File: src/rtl/pwm_guard_pkg.sv
package pwm_guard_pkg;

    // Pair of pin-level values for one channel
    typedef struct packed {
        logic hi;
        logic lo;
    } pin_pair_t;

    // Per-output configuration
    typedef struct packed {
        logic inv;
        logic safe;
    } out_cfg_t;

    // Flag layout: [2c] overvoltage c, [2c+1] undervoltage c, [2*n_ch] overcurrent
    function automatic int ov_bit(input int ch);
        return 2 * ch;
    endfunction

    function automatic int uv_bit(input int ch);
        return 2 * ch + 1;
    endfunction

    function automatic int oc_bit(input int n_ch);
        return 2 * n_ch;
    endfunction

    function automatic logic drive_pin(input logic pwm, input out_cfg_t cfg, input logic fault);
        logic pol;
        pol = pwm ^ cfg.inv;
        return fault ? cfg.safe : pol;
    endfunction

endpackage

File: src/rtl/pwm_fault_sync.sv
module pwm_fault_sync #(
    parameter int W      = 5,
    parameter int STAGES = 2
) (
    input  logic         clk,
    input  logic         rst,
    input  logic [W-1:0] async_i,
    output logic [W-1:0] sync_o
);
    logic [W-1:0] chain [STAGES];

    always_ff @(posedge clk) begin
        if (rst) begin
            for (int s = 0; s < STAGES; s++) chain[s] <= '0;
        end else begin
            chain[0] <= async_i;
            for (int s = 1; s < STAGES; s++) chain[s] <= chain[s-1];
        end
    end

    assign sync_o = chain[STAGES-1];
endmodule

File: src/rtl/pwm_fault_route.sv
module pwm_fault_route
    import pwm_guard_pkg::*;
#(
    parameter int N_CH = 2,
    localparam int SRC_N = 2 * N_CH + 1
) (
    input  logic [SRC_N-1:0] src_sync_i,
    input  logic [N_CH-1:0]  en_vp_i,
    input  logic             en_oc_i,
    output logic [SRC_N-1:0] src_gated_o,
    output logic [N_CH-1:0]  ch_fault_o
);
    logic oc_gated;

    assign oc_gated = src_sync_i[oc_bit(N_CH)] & en_oc_i;
    assign src_gated_o[oc_bit(N_CH)] = oc_gated;

    for (genvar c = 0; c < N_CH; c++) begin : g_ch
        assign src_gated_o[ov_bit(c)] = src_sync_i[ov_bit(c)] & en_vp_i[c];
        assign src_gated_o[uv_bit(c)] = src_sync_i[uv_bit(c)] & en_vp_i[c];
        assign ch_fault_o[c] = src_gated_o[ov_bit(c)] | src_gated_o[uv_bit(c)] | oc_gated;
    end
endmodule

File: src/rtl/pwm_fault_flags.sv
module pwm_fault_flags #(
    parameter int SRC_N = 5
) (
    input  logic             clk,
    input  logic             rst,
    input  logic [SRC_N-1:0] src_i,
    input  logic [SRC_N-1:0] clr_i,
    output logic [SRC_N-1:0] flags_o,
    output logic             irq_o
);
    logic [SRC_N-1:0] src_q;
    logic [SRC_N-1:0] rise;

    assign rise = src_i & ~src_q;

    always_ff @(posedge clk) begin
        if (rst) begin
            src_q   <= '0;
            flags_o <= '0;
        end else begin
            src_q   <= src_i;
            flags_o <= (flags_o & ~clr_i) | rise;
        end
    end

    assign irq_o = |flags_o;

    for (genvar b = 0; b < SRC_N; b++) begin : g_chk

        flag_set_chk: assert property (@(posedge clk) disable iff (rst)
            rise[b] |=> flags_o[b]);

        flag_clr_chk: assert property (@(posedge clk) disable iff (rst)
            (clr_i[b] && !rise[b]) |=> !flags_o[b]);

        flag_sticky_chk: assert property (@(posedge clk) disable iff (rst)
            (flags_o[b] && !clr_i[b]) |=> flags_o[b]);
    end


    irq_src_chk: assert property (@(posedge clk) disable iff (rst)
        $rose(irq_o) |-> $past(|rise));
endmodule

File: src/rtl/pwm_out_chan.sv
module pwm_out_chan
    import pwm_guard_pkg::*;
(
    input  pin_pair_t pwm_i,
    input  out_cfg_t  cfg_hi_i,
    input  out_cfg_t  cfg_lo_i,
    input  logic      fault_i,
    output pin_pair_t pin_o
);
    always_comb begin
        pin_o.hi = drive_pin(pwm_i.hi, cfg_hi_i, fault_i);
        pin_o.lo = drive_pin(pwm_i.lo, cfg_lo_i, fault_i);
    end
endmodule

File: src/rtl/pwm_out_guard.sv
module pwm_out_guard
    import pwm_guard_pkg::*;
#(
    parameter int N_CH    = 2,
    parameter int SYNC_N  = 2,
    localparam int SRC_N  = 2 * N_CH + 1
) (
    input  logic             clk,
    input  logic             rst,
    input  logic [N_CH-1:0]  pwm_hi_i,
    input  logic [N_CH-1:0]  pwm_lo_i,
    input  logic [N_CH-1:0]  ovp_i,
    input  logic [N_CH-1:0]  uvp_i,
    input  logic             ocp_i,
    input  logic [N_CH-1:0]  en_vp_i,
    input  logic             en_oc_i,
    input  logic [N_CH-1:0]  inv_hi_i,
    input  logic [N_CH-1:0]  inv_lo_i,
    input  logic [N_CH-1:0]  safe_hi_i,
    input  logic [N_CH-1:0]  safe_lo_i,
    input  logic [SRC_N-1:0] clr_i,
    output logic [N_CH-1:0]  out_hi_o,
    output logic [N_CH-1:0]  out_lo_o,
    output logic [SRC_N-1:0] flags_o,
    output logic             irq_o
);
    logic [SRC_N-1:0] src_raw;
    logic [SRC_N-1:0] src_sync;
    logic [SRC_N-1:0] src_gated;
    logic [N_CH-1:0]  ch_fault;

    assign src_raw[oc_bit(N_CH)] = ocp_i;
    for (genvar c = 0; c < N_CH; c++) begin : g_pack
        assign src_raw[ov_bit(c)] = ovp_i[c];
        assign src_raw[uv_bit(c)] = uvp_i[c];
    end

    pwm_fault_sync #(.W(SRC_N), .STAGES(SYNC_N)) i_sync (
        .clk    (clk),
        .rst    (rst),
        .async_i(src_raw),
        .sync_o (src_sync)
    );

    pwm_fault_route #(.N_CH(N_CH)) i_route (
        .src_sync_i (src_sync),
        .en_vp_i    (en_vp_i),
        .en_oc_i    (en_oc_i),
        .src_gated_o(src_gated),
        .ch_fault_o (ch_fault)
    );

    pwm_fault_flags #(.SRC_N(SRC_N)) i_flags (
        .clk    (clk),
        .rst    (rst),
        .src_i  (src_gated),
        .clr_i  (clr_i),
        .flags_o(flags_o),
        .irq_o  (irq_o)
    );

    for (genvar c = 0; c < N_CH; c++) begin : g_chan
        pin_pair_t pwm_pair;
        pin_pair_t pin_pair;
        out_cfg_t  cfg_hi;
        out_cfg_t  cfg_lo;

        assign pwm_pair.hi = pwm_hi_i[c];
        assign pwm_pair.lo = pwm_lo_i[c];
        assign cfg_hi.inv  = inv_hi_i[c];
        assign cfg_hi.safe = safe_hi_i[c];
        assign cfg_lo.inv  = inv_lo_i[c];
        assign cfg_lo.safe = safe_lo_i[c];

        pwm_out_chan i_chan (
            .pwm_i   (pwm_pair),
            .cfg_hi_i(cfg_hi),
            .cfg_lo_i(cfg_lo),
            .fault_i (ch_fault[c]),
            .pin_o   (pin_pair)
        );

        assign out_hi_o[c] = pin_pair.hi;
        assign out_lo_o[c] = pin_pair.lo;


        forced_level_chk: assert property (@(posedge clk) disable iff (rst)
            ch_fault[c] |-> (out_hi_o[c] == safe_hi_i[c] && out_lo_o[c] == safe_lo_i[c]));

        normal_path_chk: assert property (@(posedge clk) disable iff (rst)
            !ch_fault[c] |-> (out_hi_o[c] == (pwm_hi_i[c] ^ inv_hi_i[c]) &&
                              out_lo_o[c] == (pwm_lo_i[c] ^ inv_lo_i[c])));

        vp_masked_chk: assert property (@(posedge clk) disable iff (rst)
            !en_vp_i[c] |=> !$rose(flags_o[ov_bit(c)]) && !$rose(flags_o[uv_bit(c)]));
    end


    oc_masked_chk: assert property (@(posedge clk) disable iff (rst)
        !en_oc_i |=> !$rose(flags_o[oc_bit(N_CH)]));
endmodule

File: config.mk
export PLATFORM = sky130hd
export DESIGN_NAME = pwm_out_guard
export DESIGN_NICKNAME = d
export VERILOG_FILES = /design/src/rtl/pwm_guard_pkg.sv /design/src/rtl/pwm_fault_sync.sv /design/src/rtl/pwm_fault_route.sv /design/src/rtl/pwm_fault_flags.sv /design/src/rtl/pwm_out_chan.sv /design/src/rtl/pwm_out_guard.sv
export SDC_FILE = /design/constraint.sdc
export NUM_CORES = 1
export LEC_CHECK = 0
export BUFFER_PORTS_ARGS = -buffer_cell sky130_fd_sc_hd__buf_4
export CORE_UTILIZATION = 45
export DETAILED_ROUTE_END_ITERATION = 8
export HOLD_SLACK_MARGIN = 0.08
export PLACE_DENSITY = 0.91
export SLEW_MARGIN = 20
export SYNTH_ARGS = -nofsm -noshare
export SYNTH_HDL_FRONTEND = slang
export SYNTH_SLANG_ARGS = --single-unit
File: constraint.sdc
create_clock -name clk -period 1.6 [get_ports clk]
set_input_delay 0.08 -clock clk [delete_from_list [all_inputs] [get_ports clk]]
set_output_delay 0.08 -clock clk [all_outputs]
set_load 0.01 [all_outputs]
==> results.tsv, run 1 <==
stage	metric	value	unit
logic_synthesis	synthSimpleGateAreaFrac	0.220	
floorplan	die_w	41.5	µm
final_layout	n_antenna_cell	0	
logic_synthesis	yosysTopAreaCellShare	0.571	
clock_network	numCtsBuffers	3	
logic_synthesis	syn_area	701	µm²
sta	worstMarginPinSlew	185	ps
logic_synthesis	synth_compound_area_frac	0.0518	
global_route	grt_use_total	0.200	
detailed_routing	routed_via_density	4.61	
logic_synthesis	avgSynthCellArea	9.60	µm²
clock_network	h-tree-depth	1	
worst_setup_path	cp.arrival	1310	ps
clock_network	clock_sinks	20	
sta	period_share	0.871	
placed_design	gp_congestion	0.661	
final_layout	drive_above_1_share	0.355	
floorplan	placementRows	13	
sta	setup_violations	0	
sta	fin_crit	1390	ps
clock_network	clockBufferDepth	2	
floorplan	die_y	41.5	µm
pwr	peakVddDrop	0.564	mV
detailed_routing	firstDrtPassIters	4	
logic_synthesis	synth.distinct_cells	12	
sta	max_freq	717	MHz
worst_setup_path	start_kind	flop	
sta	max_slew_margin	0.877	
clock_network	cts_tree	yes	
detailed_routing	drt-met1-wl	586	µm
worst_setup_path	worstPathMaxFanout	2	
detailed_routing	drtIter0Drc	3	
worst_setup_path	r2r_cells	3	
logic_synthesis	syn_nets	100	
final_layout	final_common_cell	buf_4	
detailed_routing	wl_met2	839	µm
pwr	cell_internal_pwr	0.708	mW
pwr	p_leak	0.545	nW
sta	drv_slew	0	
pwr	clkPwrFrac	0.251	
pwr	power.switching	0.201	mW
final_layout	final_cell_mix	buf_4, dfxtp_1, nor2b_1	
detailed_routing	drc	0	
logic_synthesis	yosysWarnings	0	
worst_hold_path	hp-class	in -> reg	
job	cap_viol_max_count	0	
floorplan	core_region_area	0.00137	mm²
final_layout	n_fill_cell	99	
clock_network	clk_pin_slew_worst_paths	100	ps
global_route	antenna_found_initial	0	
placed_design	portBuffers	36	
sta	final-hold-violation-count	0	
clock_network	cts_resized	0	
worst_hold_path	min_delay_path_depth	3	
pwr	sequentialPowerShare	0.573	
placed_design	place_area	978	µm²
logic_synthesis	ys_ff_latch	20	
logic_synthesis	synth.top_cells.by_area	dfxtp_1, nor2b_1, mux2_2, nand2_1, xor2_1	
detailed_routing	drtAntennaViolNets	0	
worst_setup_path	crit_type	reg -> out	
clock_network	clockRootBuffer	clkbuf_4	
logic_synthesis	yosys-mux-area-fraction	0.0643	
status	status	finished clean	
worst_setup_path	required	1520	ps
final_layout	final_util	0.806	
floorplan	dieArea	0.00172	mm²
logic_synthesis	syn_inst	73	
worst_setup_path	worstSetupEndpointType	output pin	
global_route	grt_pass1_wl	2600	µm
detailed_routing	wl_met3	77	µm
sta	rsz0062_at_grt	false	
pwr	p_comb_frac	0.175	
floorplan	start_util	0.513	
logic_synthesis	synth_top_family_by_area	simple AND/OR/NAND/NOR gates	
global_route	grt_overflow	0	
logic_synthesis	synth_xor_area_frac	0.0500	
final_layout	design_area	0.00110	mm²
detailed_routing	wl	1530	µm
sta	final.setup.tns	0	ps
floorplan	boundaryPins	37	
pwr	p_per_area	825	mW/mm²
detailed_routing	via_count	627	
pwr	switching_share	0.221	
logic_synthesis	yosysTopAreaCell	dfxtp_1	
sta	finClkSkew	0.956	ps
final_layout	nets	150	
global_route	grt_pass1_vias	674	
clock_network	clock_latency	300	ps
final_layout	syn2layout_area_growth	57.1	%
detailed_routing	routed.top_layer	met4	
logic_synthesis	synthAdderAreaFrac	0	
detailed_routing	avgRoutedWirePerCell	11.2	µm
logic_synthesis	ys_seq_area_frac	0.571	
global_route	grt_start_max_net_pins	19	
## logic make-up after synthesis
group	Yosys count
AND/OR/NAND/NOR	32
flip-flops	20
AO/OA/AOI/OAI	7
buffers and inverters	6
XOR/XNOR	4
multiplexers	4
## through the flow
stage	cells	hold WS [ps]	worst slack (ps)	total power [mW]
2_1_floorplan	73	152	710	0.588
3_3_place_gp	123	288	568	0.667
3_5_place_dp	123	299	552	0.672
4_1_cts	135	80.6	199	0.910
5_1_grt	136	94.1	104	0.959
6_report	136	83.0	206	0.909
## synth_stat cells, drive strengths merged
cell / instances
dfxtp: 20
nor2b: 13
nand2: 12
nor2: 6
o21ai: 6
inv: 5
mux2: 4
xor2: 4
buf: 1
nor3: 1
o22ai: 1
## final timing paths
kind	start	endpoint	slack, ps
worst min-delay path	en_oc_i	i_flags.src_q[4]	80
worst min register to register	i_flags.src_q[2]	i_flags.flags_o[2]	410
worst max-delay path	i_sync.chain[0][7]	out_hi_o[1]	210
worst max register to register	i_flags.flags_o[4]	i_flags.flags_o[4]	820
## routing by layer
metal,up-vias,GRT usage
met2,22,0.397
met5,-,0
li1,326,-
met3,3,0.0391
met4,0,0.0903
met1,276,0.192
## repair_timing
item,CTS,global route
buffers inserted,0,0
hold buffers,9,1
hold endpoints to repair,9,3
## sequential cells by signal, summed over array words and instances (netlist names)
register and flops:
i_flags.flags_o 5, i_flags.src_q 5, i_sync.chain 10
## power groups by stage
| stage | logic [mW] | clock network, mW | registers [mW] |
|---|---|---|---|
| floorplan | 0.0561 | 0 | 0.532 |
| global placement | 0.135 | 0 | 0.531 |
| detailed placement | 0.140 | 0 | 0.532 |
| CTS | 0.158 | 0.231 | 0.521 |
| global route | 0.173 | 0.262 | 0.523 |
| finish | 0.159 | 0.228 | 0.521 |
## layout make-up
| cell class | count | area [µm²] | share of cell area |
|---|---|---|---|
| well taps | 15 | 18.8 | 0.0170 |
| multi-input cells | 47 | 270 | 0.245 |
| inverters | 5 | 18.8 | 0.0170 |
| clock buffers | 3 | 22.5 | 0.0205 |
| flip-flops and latches | 20 | 400 | 0.364 |
| repair buffers | 46 | 370 | 0.336 |
## worst max-delay path, cell delays in order, from the launching register on
cell,delay (ps)
dfxtp_1,360
o21ai_1,80
nand2_1,100
mux2_2,330
buf_4,140
No activity file was read; power rests on OpenSTA's default activity.
==> run 2: changes to the inputs <==
- ABC_AREA: unset -> 1
- CORE_UTILIZATION: 45 -> 48
- PLACE_DENSITY: 0.91 -> 0.92
==> run 2 against run 1 <==
  * The run now ends with DRC left
  * Utilization grew 2.4 points
  * Clock-buffer cell count unchanged
  * Clock skew hardly changed
  * Largest power group unchanged
  * Final area rose by 17%
  * Setup slack got worse by 12 ps
  * Critical path depth grew 4
  * Power grew 23%
  * Via count up 31%
  * Routed wire length is 27% higher
  * Clock power rose by 80%
==> results.tsv, run 2 <==
stage	metric	value	unit	change
placed_design	place_area	0.00109	mm²	+12%
global_route	grt_start_max_net_pins	17		-2
global_route	grt_pass1_wl	3020	µm	+16%
clock_network	h-tree-depth	1		unchanged
sta	max_freq	711	MHz	-0.86%
logic_synthesis	yosysTopAreaCell	dfxtp_1		
worst_setup_path	start_kind	input pin		
worst_setup_path	crit_slowest_cell	dlygate4sd3_1		
logic_synthesis	synth.distinct_cells	16		+4
detailed_routing	routed_via_density	4.56		-1.1%
worst_setup_path	r2r_start	i_flags.flags_o[1]		
job	cap_viol_max_count	0		unchanged
final_layout	drive_above_1_share	0.311		-0.0444
sta	setup_violations	0		unchanged
worst_setup_path	r2r_cells	3		unchanged
detailed_routing	avgRoutedWirePerCell	10.8	µm	-3.8%
clock_network	clock_sinks	20		unchanged
logic_synthesis	avgSynthCellArea	7.42	µm²	-23%
final_layout	final_common_cell	buf_4		
floorplan	start_util	0.528		+0.0153
logic_synthesis	synth-edff-count	0		unchanged
worst_setup_path	worstPathMaxFanout	5		+3
clock_network	post-cts-setup-buffers	0		unchanged
final_layout	largest_register_ffs	10		unchanged
sta	max_slew_margin	0.858		-0.0194
worst_setup_path	crit_path_start	en_oc_i		
worst_setup_path	r2r-end	i_flags.flags_o[1]		
final_layout	nets	192		+28%
detailed_routing	firstDrtPassIters	7		+3
placed_design	dpl.cell_count	161		+31%
floorplan	dieArea	0.00188	mm²	+9.7%
pwr	switching_share	0.216		-0.00510
clock_network	cts_tree	yes		
final_layout	top_regs	i_sync.chain: 10 flops, i_flags.flags_o: 5 flops, i_flags.src_q: 5 flops		
clock_network	numCtsBuffers	3		unchanged
sta	final.setup.tns	0	ps	unchanged
worst_setup_path	cp-endpoint	out_hi_o[0]		
final_layout	syn2layout_area_growth	57.1	%	about the same
sta	rsz0062_at_grt	false		
pwr	peakVddDrop	0.728	mV	+29%
pwr	sequentialPowerShare	0.468		-0.105
floorplan	core_region_area	0.00156	mm²	+14%
final_layout	top_register	i_sync.chain		
worst_hold_path	hp-class	in -> reg		
floorplan	boundaryPins	37		unchanged
logic_synthesis	synthFlopType	dfxtp_1		
detailed_routing	drtIter0Drc	19		+16
worst_setup_path	worstSetupEndpointType	output pin		
worst_setup_path	critical_path_depth	8		+4
worst_setup_path	path_cells	dlygate4sd3_1 > buf_4 > nand2_2 > inv_1 > nor2_1 > nand2_1 > nand2_1 > buf_4		
worst_setup_path	max_stage_delay	540	ps	+180 ps
clock_network	clockRootBuffer	clkbuf_4		
detailed_routing	drc	5		+5
global_route	grt_use_total	0.225		+0.0247
worst_setup_path	crit_type	in -> out		
final_layout	n_antenna_cell	0		unchanged
logic_synthesis	syn_inst	111		+52%
placed_design	dpl.hpwl	1280	µm	
sta	period_share	0.879		+0.00760
clock_network	cts_resized	0		unchanged
global_route	antenna_found_initial	0		unchanged
pwr	p_per_area	862	mW/mm²	+4.4%
clock_network	clockBufferDepth	2		unchanged
worst_setup_path	path_delay_family	buffers and inverters		
worst_setup_path	cp.arrival	1330	ps	+20 ps
clock_network	clock_latency	300	ps	about the same
logic_synthesis	async_reset_ff_frac	0		unchanged
worst_setup_path	ff2ff_setup_slack	440	ps	-380 ps
sta	fin_crit	1410	ps	+12.2 ps
pwr	cell_internal_pwr	0.874	mW	+24%
floorplan	placementRows	14		+1
sta	final-hold-violation-count	0		unchanged
status	status	finished, violations left		
logic_synthesis	ys_ff_latch	20		unchanged
detailed_routing	via_count	821		+31%
pwr	p_comb_frac	0.164		-0.011
logic_synthesis	synth_compound_area_frac	0.0486		-0.00315
pwr	clkPwrFrac	0.368		+0.117
logic_synthesis	synth_xor_area_frac	0		-0.0500
final_layout	final_util	0.830		+0.0240
placed_design	portBuffers	36		unchanged
floorplan	die_y	43.4	µm	+4.7%
logic_synthesis	syn_nets	138		+38%
logic_synthesis	yosys-mux-area-fraction	0		-0.0643
detailed_routing	wl	1950	µm	+27%
sta	drv_slew	0		unchanged
logic_synthesis	yosysTopAreaCellShare	0.486		-0.0851
logic_synthesis	ys_seq_area_frac	0.486		-0.0851
detailed_routing	drtAntennaViolNets	0		unchanged
sta	finClkSkew	0.629	ps	-0.327 ps
sta	worstMarginPinSlew	214	ps	+29.1 ps
clock_network	clk_pin_slew_worst_paths	110	ps	about the same
logic_synthesis	synthAdderAreaFrac	0		unchanged
logic_synthesis	synth.top_cells.by_area	dfxtp_1, nand2_1, inv_1, nor2_1, nand3_1		
floorplan	die_w	43.4	µm	+4.7%
global_route	grt_overflow	0		unchanged
final_layout	final_cells	180		+32%
final_layout	final_cell_mix	buf_4, nand2_1, inv_1, dfxtp_1, nor2_1		
logic_synthesis	yosysWarnings	0		unchanged
logic_synthesis	syn_area	823	µm²	+18%
worst_setup_path	path_buf_inv	4		+3
final_layout	design_area	0.00129	mm²	+17%
placed_design	gp_congestion	0.657		-0.59%
logic_synthesis	synth_top_family_by_area	simple AND/OR/NAND/NOR gates		
worst_setup_path	required	1520	ps	about the same
logic_synthesis	synth_most_common_cell	nand2_1		
logic_synthesis	synthSimpleGateAreaFrac	0.327		+0.107
pwr	p_leak	0.709	nW	+30%
logic_synthesis	synth_common_cells	nand2_1, dfxtp_1, inv_1		
pwr	power.switching	0.241	mW	+20%
status	violations	DRC		
global_route	grt_pass1_vias	796		+18%
run 2: changes by cell type after synthesis, sizes merged, moves of 7 or more:
cell and delta:
inv +18, nand2 +17, nor2 +16, nor2b -13
nand3 +7
run 2: per-layer routing:
| layer | GRT usage | routed length (µm) | part of all wire |
|---|---|---|---|
| met1 | 0.190 | 726 | 0.37 |
| met2 | 0.479 | 1120 | 0.57 |
| met3 | 0.0500 | 66 | 0.034 |
| met4 | 0.0938 | 34 | 0.017 |
| met5 | 0 | 0 | 0 |
run 2: stage by stage:
| step | hold WS [ps] | setup slack (ps) | total power [mW] |
|---|---|---|---|
| 2_1_floorplan | 187 | 814 | 0.604 |
| 3_3_place_gp | 278 | 719 | 0.680 |
| 3_5_place_dp | 289 | 697 | 0.686 |
| 4_1_cts | 93.8 | 230 | 1.12 |
| 5_1_grt | 84.8 | 79.3 | 1.17 |
| 6_report | 94.6 | 194 | 1.12 |
run 2: how the worst min path moves through the flow:
stage | start | end | slack (ps) | cells past startpoint
after detailed placement | uvp_i[1] | i_sync.chain[0][3] | 290 | 3
after global placement | uvp_i[1] | i_sync.chain[0][3] | 280 | 3
final | rst | i_sync.chain[0][5] | 90 | 2
after floorplan | ovp_i[0] | i_sync.chain[0][0] | 190 | 2
after CTS | rst | i_sync.chain[0][9] | 90 | 2
after global routing | rst | i_sync.chain[0][8] | 80 | 2
run 2: cells by family (layout without fill, tap and decap cells):
logic type             count (synthesis)  in the layout
buffers and inverters                 25             78
AO/OA/AOI/OAI                          5              5
flip-flops                            20             20
AND/OR/NAND/NOR                       61             61
run 2: final cells by class:
type	count	area [µm²]
Timing Repair Buffer	51	420
Sequential cell	20	400
Multi-Input combinational cell	66	309
Fill cell	108	265
Inverter	23	91.3
Clock inverter	1	30.0
Clock buffer	3	22.5
Tap cell	16	20.0
run 2: timing repair:
action                                 in CTS  in global routing
endpoints found under the hold margin      14                  0
hold buffers                               15                  0
setup endpoints to repair                   0                  0
run 2: power by group through the flow:
stage	Clock, mW	Combinational (mW)	Sequential [mW]
after floorplan	0	0.0703	0.533
after global placement	0	0.148	0.532
after detailed placement	0	0.153	0.533
after CTS	0.415	0.181	0.522
after global routing	0.442	0.199	0.524
final	0.410	0.183	0.522
==> run 3: changes to the inputs <==
- CORE_UTILIZATION: 48 -> 40
- PLACE_DENSITY: 0.92 -> 0.81
==> run 3 against run 2 <==
  * Cell count up 6.7%
  * Sequential power about the same
  * Clock skew up 3.4 ps
  * The run now ends clean
  * Combinational power about the same
  * Final area up 1.8%
  * Register-to-register slack worse by 20 ps
  * Die area up 19%
  * Non-clock buffer count up 1
  * Routed wire length down 0.87%
  * Flip-flop and latch count unchanged
  * Largest cell class unchanged
  * Hold slack better by 13 ps
  * Critical path depth unchanged
==> results.tsv, run 3 (same netlist as run 2, synthesis figures left out) <==
stage	metric	value	unit	change
final_layout	n_antenna_cell	0		unchanged
clock_network	h-tree-depth	1		unchanged
worst_setup_path	cp.arrival	1340	ps	about the same
final_layout	final_common_cell	buf_4		
final_layout	top_register	i_sync.chain		
global_route	grt_overflow	0		unchanged
floorplan	placementRows	16		+2
sta	setup_violations	0		unchanged
global_route	busiest_layer	met2		
global_route	grt_start_max_net_pins	17		unchanged
final_layout	final_util	0.678		-0.151
floorplan	dieArea	0.00224	mm²	+19%
final_layout	final_cell_mix	buf_4, nand2_1, inv_1, dfxtp_1, nor2_1		
clock_network	clockRootBuffer	clkbuf_4		
floorplan	core_region_area	0.00194	mm²	+25%
placed_design	pre_cts_ws	703	ps	+5.29 ps
pwr	p_per_area	846	mW/mm²	-1.8%
clock_network	clock_sinks	20		unchanged
final_layout	design_area	0.00132	mm²	+1.8%
global_route	grt_use_total	0.176		-0.0487
sta	max_freq	702	MHz	-1.2%
worst_setup_path	required	1520	ps	about the same
sta	final-hold-violation-count	0		unchanged
sta	fin_crit	1420	ps	+17.5 ps
worst_hold_path	hp-class	in -> reg		
sta	post-route-worst-setup-slack	176	ps	-17.5 ps
worst_setup_path	path_delay_family	buffers and inverters		
worst_setup_path	r2r_start	i_flags.flags_o[3]		
detailed_routing	drc	0		-5
final_layout	syn2layout_area_growth	60.0	%	
worst_setup_path	worstPathMaxFanout	5		unchanged
worst_setup_path	max_stage_delay	550	ps	about the same
global_route	grt_pass1_wl	2650	µm	-12%
clock_network	numCtsBuffers	3		unchanged
sta	worstMarginPinSlew	221	ps	+7.61 ps
final_layout	top_regs	i_sync.chain: 10 flops, i_flags.flags_o: 5 flops, i_flags.src_q: 5 flops		
job	cap_viol_max_count	0		unchanged
detailed_routing	avgRoutedWirePerCell	10.0	µm	-7.1%
floorplan	boundaryPins	37		unchanged
detailed_routing	routed_via_density	4.44		-2.7%
detailed_routing	wl	1930	µm	-0.87%
clock_network	clock_latency	300	ps	about the same
global_route	antenna_found_initial	0		unchanged
worst_setup_path	path_buf_inv	4		unchanged
final_layout	drive_above_1_share	0.309		-0.00188
sta	max_slew_margin	0.852		-0.00508
worst_setup_path	crit_type	in -> out		
detailed_routing	drtIter0Drc	12		-7
floorplan	start_util	0.424		-0.104
worst_hold_path	hold_path_startpoint	rst		
final_layout	n_fill_cell	162		+50%
placed_design	gp_congestion	0.690		+4.9%
pwr	p_leak	0.716	nW	+0.95%
clock_network	post-cts-setup-buffers	0		unchanged
detailed_routing	via_count	852		+3.8%
placed_design	dpl.hpwl	1290	µm	+0.97%
worst_setup_path	crit_slowest_cell	dlygate4sd3_1		
global_route	grt_pass1_vias	715		-10%
status	status	finished clean		
global_route	gr-usage-met2	0.326		-0.153
final_layout	nets	193		+0.52%
worst_setup_path	crit_path_start	en_oc_i		
final_layout	register_area	400	µm²	unchanged
placed_design	place_area	0.00110	mm²	+1.3%
sta	rsz0062_at_grt	false		
pwr	finalPower	1.11	mW	about the same
clock_network	clk_pin_slew_worst_paths	110	ps	about the same
placed_design	portBuffers	36		unchanged
sta	period_share	0.890		+0.0109
global_route	grtUsageMet1	0.162		-0.0285
floorplan	die_w	47.4	µm	+9.1%
detailed_routing	drtAntennaViolNets	0		unchanged
clock_network	cts_tree	yes		
final_layout	multi_input_area	309	µm²	unchanged
pwr	peakVddDrop	0.523	mV	-28%
floorplan	die_y	47.4	µm	+9.1%
clock_network	clockBufferDepth	2		unchanged
worst_setup_path	start_kind	input pin		
detailed_routing	firstDrtPassIters	4		-3
sta	drv_slew	0		unchanged
global_route	use_met3	0.0462		-0.00385
final_layout	largest_register_ffs	10		unchanged
sta	finClkSkew	4.03	ps	+3.40 ps
worst_setup_path	path_cells	dlygate4sd3_1 > buf_4 > nand2_2 > inv_1 > nor2_1 > nand2_1 > nand2_1 > buf_4		
worst_setup_path	worstSetupEndpointType	output pin		
worst_setup_path	ff2ff_setup_slack	420	ps	-20 ps
sta	final.setup.tns	0	ps	unchanged
run 3: cell count changes in the layout (fill, tap and decap cells not counted):
| cell | before | now |
|---|---|---|
| dlygate4sd3_1 | 15 | 16 |
run 3: path summary, 6_finish.rpt:
kind                        endpoint  cells past startpoint
hold reg to reg   i_sync.chain[0][7]                      2
setup / recovery         out_lo_o[0]                      8
hold / removal    i_sync.chain[0][7]                      2
setup reg to reg  i_flags.flags_o[3]                      3
run 3: final cells by class:
| type | count | share of cell area |
|---|---|---|
| timing repair buffer | 52 | 0.327 |
| multi-input combinational | 66 | 0.235 |
| inverter | 23 | 0.0693 |
| sequential | 20 | 0.304 |
| clock inverter | 1 | 0.0228 |
| clock buffer | 3 | 0.0171 |
| tap | 27 | 0.0256 |
run 3: worst register-to-register path: stages (launching register included):
cell	delay, ps
dfxtp_1	380
nand2_1	80
o22ai_2	130
dlygate4sd3_1	550
run 3: stage by stage:
stage / cells / hold slack [ps]
after floorplan: 111 / 187
after CTS: 191 / 84.7
after global placement: 172 / 279
final: 192 / 107
after global routing: 192 / 97.4
after detailed placement: 172 / 293
run 3: metal layers:
metal | vias up | part of all wire
met4 | 0 | 0.016
met2 | 31 | 0.57
met1 | 380 | 0.37
met3 | 6 | 0.050
met5 | - | 0
li1 | 435 | -
run 3: what timing repair did:
action | CTS | global route
setup endpoints to repair | 0 | 0
hold endpoints to repair | 13 | 1
hold buffers | 15 | 1
resized for setup | 0 | 0
run 3: power by group:
group          internal [mW]  switching [mW]
sequential             0.515         0.00731
combinational          0.107          0.0794
clock                  0.253           0.153
total                  0.875           0.240
